`src/rtl/gof_pkg.sv`:
```
package gof_pkg;

  typedef struct packed {
    logic gain_en;
    logic ofs_en;
  } gof_ctrl_t;

  // Field layout: bit 0 enables the gain, bit 1 enables the offset.
  function automatic gof_ctrl_t decode_ctrl(input logic [1:0] field);
    gof_ctrl_t c;
    c.gain_en = field[0];
    c.ofs_en  = field[1];
    return c;
  endfunction

endpackage

```
`src/rtl/gof_scale.sv`:
```
module gof_scale
  import gof_pkg::*;
#(
  parameter int PIX_W    = 12,
  parameter int GAIN_W   = 8,
  parameter int FRAC_W   = 3,
  parameter int OFS_W    = 13,
  parameter int SCALED_W = 18
) (
  input  logic                clk,
  input  logic                rst,
  input  logic                in_valid,
  input  logic [PIX_W-1:0]    in_pixel,
  input  logic [GAIN_W-1:0]   gain_code,
  input  logic [OFS_W-1:0]    ofs_code,
  input  logic [1:0]          proc_ctrl,
  output logic                s1_valid,
  output logic [SCALED_W-1:0] s1_scaled,
  output logic [OFS_W-1:0]    s1_ofs
);

  localparam int MULT_W = GAIN_W + 1;
  localparam int PROD_W = PIX_W + MULT_W;
  localparam int UNITY  = 1 << FRAC_W;

  gof_ctrl_t             ctl;
  logic [MULT_W-1:0]     mult;
  logic [PROD_W-1:0]     prod;
  logic [SCALED_W-1:0]   scaled_d;
  logic [OFS_W-1:0]      ofs_d;

  always_comb begin
    ctl      = decode_ctrl(proc_ctrl);
    mult     = MULT_W'(UNITY) + MULT_W'(gain_code);
    prod     = PROD_W'(in_pixel) * PROD_W'(mult);
    scaled_d = ctl.gain_en ? prod[PROD_W-1:FRAC_W] : SCALED_W'(in_pixel);
    ofs_d    = ctl.ofs_en ? ofs_code : '0;
  end

  always_ff @(posedge clk) begin
    if (rst) begin
      s1_valid  <= 1'b0;
      s1_scaled <= '0;
      s1_ofs    <= '0;
    end else begin
      s1_valid <= in_valid;
      if (in_valid) begin
        s1_scaled <= scaled_d;
        s1_ofs    <= ofs_d;
      end
    end
  end

endmodule

```
`src/rtl/gof_clamp.sv`:
```
module gof_clamp #(
  parameter int PIX_W    = 12,
  parameter int OFS_W    = 13,
  parameter int SCALED_W = 18,
  parameter int SUM_W    = 20
) (
  input  logic                clk,
  input  logic                rst,
  input  logic                s1_valid,
  input  logic [SCALED_W-1:0] s1_scaled,
  input  logic [OFS_W-1:0]    s1_ofs,
  output logic                out_valid,
  output logic [PIX_W-1:0]    out_pixel
);

  localparam int MAXV = (1 << PIX_W) - 1;

  logic [SUM_W-1:0] sum;
  logic             neg;
  logic             over;
  logic [PIX_W-1:0] sat;

  always_comb begin
    sum  = {{(SUM_W-SCALED_W){1'b0}}, s1_scaled}
         + {{(SUM_W-OFS_W){s1_ofs[OFS_W-1]}}, s1_ofs};
    neg  = sum[SUM_W-1];
    over = !neg && (sum > SUM_W'(MAXV));
    if (neg)       sat = '0;
    else if (over) sat = '1;
    else           sat = sum[PIX_W-1:0];
  end

  always_ff @(posedge clk) begin
    if (rst) begin
      out_valid <= 1'b0;
      out_pixel <= '0;
    end else begin
      out_valid <= s1_valid;
      if (s1_valid) out_pixel <= sat;
    end
  end

endmodule

```
`src/rtl/pix_gain_offset.sv`:
```
module pix_gain_offset #(
  parameter int PIX_W  = 12,
  parameter int GAIN_W = 8,
  parameter int FRAC_W = 3,
  parameter int OFS_W  = 13
) (
  input  logic              clk,
  input  logic              rst,
  input  logic [GAIN_W-1:0] gain_code,
  input  logic [OFS_W-1:0]  ofs_code,
  input  logic [1:0]        proc_ctrl,
  input  logic              in_valid,
  input  logic [PIX_W-1:0]  in_pixel,
  output logic              out_valid,
  output logic [PIX_W-1:0]  out_pixel
);

  localparam int MULT_W   = GAIN_W + 1;
  localparam int PROD_W   = PIX_W + MULT_W;
  localparam int SCALED_W = PROD_W - FRAC_W;
  localparam int SUM_W    = ((SCALED_W > OFS_W) ? SCALED_W : OFS_W) + 2;

  logic                s1_valid;
  logic [SCALED_W-1:0] s1_scaled;
  logic [OFS_W-1:0]    s1_ofs;

  gof_scale #(
    .PIX_W(PIX_W), .GAIN_W(GAIN_W), .FRAC_W(FRAC_W),
    .OFS_W(OFS_W), .SCALED_W(SCALED_W)
  ) u_scale (
    .clk(clk), .rst(rst),
    .in_valid(in_valid), .in_pixel(in_pixel),
    .gain_code(gain_code), .ofs_code(ofs_code), .proc_ctrl(proc_ctrl),
    .s1_valid(s1_valid), .s1_scaled(s1_scaled), .s1_ofs(s1_ofs)
  );

  gof_clamp #(
    .PIX_W(PIX_W), .OFS_W(OFS_W), .SCALED_W(SCALED_W), .SUM_W(SUM_W)
  ) u_clamp (
    .clk(clk), .rst(rst),
    .s1_valid(s1_valid), .s1_scaled(s1_scaled), .s1_ofs(s1_ofs),
    .out_valid(out_valid), .out_pixel(out_pixel)
  );

endmodule

```
`config.mk`:
```
export PLATFORM = sky130hd
export DESIGN_NAME = pix_gain_offset
export DESIGN_NICKNAME = d
export VERILOG_FILES = /design/src/rtl/gof_pkg.sv /design/src/rtl/gof_scale.sv /design/src/rtl/gof_clamp.sv /design/src/rtl/pix_gain_offset.sv
export SDC_FILE = /design/constraint.sdc
export NUM_CORES = 1
export LEC_CHECK = 0
export BUFFER_PORTS_ARGS = -buffer_cell sky130_fd_sc_hd__buf_2
export CELL_PAD_IN_SITES_DETAIL_PLACEMENT = 0
export CELL_PAD_IN_SITES_GLOBAL_PLACEMENT = 1
export CORE_ASPECT_RATIO = 0.5
export CORE_MARGIN = 3
export CORE_UTILIZATION = 47
export CTS_CLUSTER_SIZE = 24
export DETAILED_ROUTE_END_ITERATION = 10
export GPL_ROUTABILITY_DRIVEN = 1
export PLACE_DENSITY = 0.85
export SLEW_MARGIN = 5
export SYNTH_ARGS = -nofsm -noshare
export SYNTH_HDL_FRONTEND = slang
export SYNTH_SLANG_ARGS = --single-unit
```
`constraint.sdc`:
```
create_clock -name clk -period 5.5 [get_ports clk]
set_input_delay 0 -clock clk [delete_from_list [all_inputs] [get_ports clk]]
set_output_delay 0 -clock clk [all_outputs]
set_load 0.05 [all_outputs]
```
After elaboration in Yosys (flattened, before gate mapping)

Cells that the tools add are included.

$add $sub $neg: 2
Multipliers: 1
Divide/modulo/power cells: 0
Magnitude comparators: 1
Equality and inequality tests: 0
Shifts and indexed selects: 0
Muxes and demuxes: 4
Bitwise logic cells: 0
Reductions and logical operators: 2

Operators by type and width:

| kind                                                                               | number |
|---|---|
| 12-bit 2-to-1 mux                                                                  | 2 |
| 12-bit by 9-bit multiplier with 21-bit output                                      | 1 |
| 19-bit by 13-bit adder with 20-bit output                                          | 1 |
| 20-bit by 12-bit greater-than comparator with 1-bit output (second input constant) | 1 |
| 18-bit 2-to-1 mux                                                                  | 1 |
| 13-bit 2-to-1 mux                                                                  | 1 |
| 4-bit by 8-bit adder with 9-bit output (first input constant)                      | 1 |
| 1-bit logical AND                                                                  | 1 |
| 1-bit logical NOT                                                                  | 1 |

Register bits after elaboration: 45
Bits in latches: 0
Bits in writable memories: 0
ROM bits: 0
Input port bits: 38
Word-level logic and storage cells: 15
Memories: 0

Depth between registers and ports, before layout

Depth in word-level cells: 5
Mapped depth: 21
Gate-level depth less buffers: 21

By module

Synthesis repeated with hierarchy kept, for this count alone.

Cell total of the unflattened synthesis: 756
Area, all modules: 6,283.5 µm²

Modules (own cells, without submodules):

| module    | instances | cells each | area each (µm²) | seq. area each (µm²) |
|---|---|---|---|---|
| gof_scale | 1         | 582        | 4,812.1         | 640.6 |
| gof_clamp | 1         | 174        | 1,471.4         | 260.2 |

Worst setup path before layout

OpenSTA, ideal clock, no wires.

Path type: input to register
Start point: input gain_code[3]
End point: register u_scale.s1_scaled[17]
Setup time: 0.062 ns
Arrival time: 4.715 ns
Required time: 5.438 ns
Slack: 0.723 ns
Stages: 20
Buffers on the path: 1
Cell sequence: ha_1 nand3_1 xnor2_1 clkbuf_1 and2_1 fa_1 fa_1 fa_1 inv_1 fa_1 inv_1 ha_1 o21a_1 o21ai_0 a21oi_1 a31oi_1 a211oi_1 a41o_1 or4_1 nand3_1

Word-level cells in the longest chain between the ends: 3

Ends and longest elaborated chain:

| item                                          | RTL line             | source |
|---|---|---|
| from (decl)                                   | pix_gain_offset.sv:9 | `input logic [GAIN_W-1:0] gain_code,` |
| 4-bit by 8-bit adder with 9-bit output        | gof_scale.sv:34      | `mult = MULT_W'(UNITY) + MULT_W'(gain_code);` |
| 12-bit by 9-bit multiplier with 21-bit output | gof_scale.sv:35      | `prod = PROD_W'(in_pixel) * PROD_W'(mult);` |
| 18-bit 2-to-1 mux                             | gof_scale.sv:36      | `scaled_d = ctl.gain_en ? prod[PROD_W-1:FRAC_W] : SCALED_W'(in_pixel);` |
| to (signal assigned)                          | gof_scale.sv:48      | `s1_scaled <= scaled_d;` |
| to (decl)                                     | gof_scale.sv:18      | `output logic [SCALED_W-1:0] s1_scaled,` |

Every way passes these cells.
A chain may end at the register's enable or synchronous reset.

Final worst setup path

Same ends and word-level chain as after synthesis.

==> flow_metrics.py <==
metrics = {
    "logic_synthesis": {
        "synth_edf_count": 0,
        "yosysWarnings": 0,
        "avgSynthCellArea_um2": 8.33,
        "ys.flop_type": "dfxtp_1",
        "synth_top_family_by_area": "adder cells",
        "synth.distinct_cells": 61,
        "yosysSeqAreaShare_pct": 14.3,
        "muxShareOfSynthArea_pct": 1.90,
        "synth_fa_ha_area_share_pct": 34.5,
        "postSynthCellCount": 759,
        "synth_compound_area_share_pct": 17.3,
        "postSynthNetCount": 928,
        "ys_async_sr_fraction_pct": 0,
        "synth_xor_xnor_area_share_pct": 4.02,
        "synthSimpleGateAreaFrac_pct": 18.2,
        "syn_area_um2": 6320,
        "yosys_register_bits": 45,
    },
    "route": {
        "drtPass1Iterations": 4,
        "route.vias.total": 4997,
        "totalWireLength_um": 14200,
        "drtIter0Drc": 287,
        "viasPerCell": 5.17,
        "drtAntennaViolNets": 0,
        "drc": 0,
        "wl_per_cell_um": 14.7,
    },
    "grt": {
        "antenna_found_initial": 0,
        "overflow": 0,
        "grt_pass1_wl_um": 24100,
        "grt_pass1_vias": 4848,
        "grt_max_degree": 40,
        "globalRouteTotalUtil_pct": 19.9,
    },
    "setup_path": {
        "crit_path_end": "u_scale.s1_scaled[17]",
        "crit_buf_inv": 3,
        "crit_path_start_kind": "input port",
        "cp_common_cell": "fa_1",
        "cp.required_ns": 5.73,
        "ff2ff_path_depth": 10,
        "r2r_end": "u_clamp.out_pixel[8]",
        "r2r_setup_slack_ns": 2.32,
        "end_kind": "flip-flop",
        "cp.depth": 20,
        "crit_fanout": 14,
        "critical_path.startpoint": "gain_code[3]",
        "crit_path_max_incr_delay_ns": 0.54,
        "path_cells": "buf_2, ha_1, nand3_1, xnor2_1, and2_1, fa_1, fa_1, fa_1, inv_1, fa_1, inv_1, ha_1, o21a_1, o21ai_0, a21oi_1, a31oi_1, a211oi_1, a41o_1, or4_1, nand3_1",
        "crit_slowest_cell": "fa_1",
        "critPathKind": "in2reg",
        "r2r-start": "u_scale.s1_ofs[12]",
        "critPathTopFamily": "adder cells",
        "cp.arrival_ns": 5.20,
    },
    "sta": {
        "grt_setup_unrepaired": "false",
        "min_period_over_period_pct": 90.2,
        "min_period_ns": 4.96,
        "slew_headroom_pct": 20.9,
        "tightest_slew_ns": 1.18,
        "finClkSkew_ns": 0.00677,
        "max_freq_mhz": 201,
        "hold_viol": 0,
        "slew_viol_final": 0,
        "setup_violations": 0,
        "setup-tns-final_ns": 0,
    },
    "placed_design": {
        "port_buffers": 50,
        "placedCellCount": 945,
        "gp_congestion": 0.856,
        "place_hpwl_um": 11500,
    },
    "cells_and_area": {
        "final_common_cell": "inv_1",
        "final_cell_mix": "inv_1 (117), nand2_1 (80), fa_1 (72)",
        "nets": 964,
        "syn_to_final_growth_pct": 9.94,
        "drive_gt1_share_pct": 11.3,
        "fillers": 1229,
        "diodes": 0,
        "fin_cells": 966,
    },
    "clocking": {
        "ctsResizeCount": 0,
        "tritoncts": "done",
        "root_buffer": "clkbuf_16",
        "cts-htree-levels": 2,
        "clk_path_buf_depth": 2,
        "clkSinkCount": 45,
        "insertion_delay_ns": 0.29,
        "path_clk_slew_ns": 0.07,
        "cts_made_buffers": 5,
    },
    "power": {
        "p_total_w": 0.00247,
        "irDropWorstVdd_mv": 0.172,
        "p_leak_nw": 3.42,
        "p_per_area_nw_per_um2": 355,
    },
    "die": {
        "die_x_um": 170,
        "die_y_um": 88.0,
        "die_area_um2": 15000,
        "start_util_pct": 48.9,
        "coreArea_um2": 12900,
        "rows": 29,
        "pin_count": 51,
    },
    "status": {
        "outcome": "completed",
    },
    "flow_run": {
        "cap_viol_max_count": 0,
    },
    "hold_path": {
        "worstHoldPathType": "in2reg",
    },
}
-- layout make-up --
type / instances / area [um2] / area share [%]
multi-input combinational: 558 / 4800 / 69.1
sequential: 45 / 901 / 13.0
inverter: 117 / 439 / 6.32
timing repair buffer: 68 / 418 / 6.01
tap: 170 / 213 / 3.06
clock buffer: 6 / 139 / 2.00
clock inverter: 2 / 37.5 / 0.540
-- per-layer routing --
metal  global-route usage, %  up-vias  wire, um
met4                    2.65        0        64
met3                    2.75        5       641
met1                    29.8     2379      7290
met2                    31.7       83      6220
met5                       0        -         0
li1                        -     2530         -
-- registers in the layout (all words and copies together) (netlist names) --
register and count:
u_scale.s1_valid 1, u_scale.s1_ofs 13, u_clamp.out_valid 1, u_scale.s1_scaled 18
u_clamp.out_pixel 12
-- per-stage QoR --
step | hold slack [ns] | setup WS, ns | cell area, um2 | utilization (%)
after floorplan | 0.0948 | 0.723 | 6320 | -
after detailed placement | 0.235 | 0.237 | 6640 | 51.4
after global routing | 0.142 | 0.167 | 6950 | 53.8
final | 0.110 | 0.537 | 6950 | 53.8
after CTS | 0.110 | 0.535 | 6950 | 53.8
after global placement | 0.225 | 0.337 | 6640 | 51.4
-- cells by family after synthesis --
| kind of cell | after synthesis |
|---|---|
| and+or+nand+nor | 236 |
| adders and majority gates | 131 |
| xor gates and xnor gates | 29 |
| AOI/OAI and AO/OA | 150 |
| DFF | 45 |
| muxes | 12 |
| buffers and inverters | 156 |
-- synth_stat cells, drive strengths merged, types with 2 or more instances --
cell type,instances,area [um2]
a211o,2,17.5
a211oi,15,133
a21o,9,67.6
a21oi,56,295
a221oi,2,30.0
a22oi,10,125
a311oi,2,17.5
a31oi,3,25.0
and2,50,313
buf,12,76.3
clkbuf,27,103
dfxtp,45,901
fa,72,1440
ha,59,738
inv,117,439
mux2i,12,120
nand2,80,300
nand2b,7,43.8
nand3,8,40.0
nand4,2,12.5
nor2,47,176
nor2b,28,183
nor3,9,50.1
o211a,3,37.5
o211ai,6,45.0
o21a,11,83.8
o21ai,16,87.6
o21bai,2,15.0
o31ai,2,15.0
xnor2,16,140
xor2,13,114
-- worst min-delay path by stage --
stage	start	to	slack [ns]	cells after the start
finish	in_pixel[5]	u_scale.s1_scaled[5]	0.11	3
CTS	in_pixel[5]	u_scale.s1_scaled[5]	0.11	3
global placement	ofs_code[7]	u_scale.s1_ofs[7]	0.22	3
global route	in_pixel[5]	u_scale.s1_scaled[5]	0.14	3
detailed placement	ofs_code[2]	u_scale.s1_ofs[2]	0.23	3
floorplan	rst	u_scale.s1_valid	0.09	1
-- where the power goes --
group,switching (W),total (W),internal (W)
Sequential,0.0000404,0.000420,0.000379
Clock,0.000129,0.000356,0.000227
Combinational,0.000970,0.00169,0.000723
Total,0.00114,0.00247,0.00133
-- worst register-to-register path: cells and delay by family (launching register included) --
family | cells | cell delay [ns]
AO/OA/AOI/OAI | 8 | 1.54
adder cells (fa/ha/maj) | 1 | 0.41
AND/OR/NAND/NOR | 1 | 0.50
flip-flops | 1 | 0.58
-- what timing repair did --
action	CTS	global route
hold endpoints to repair	13	0
hold buffers	13	0
buffers inserted	0	0
Note: power is estimated with default switching activity, not from simulation.
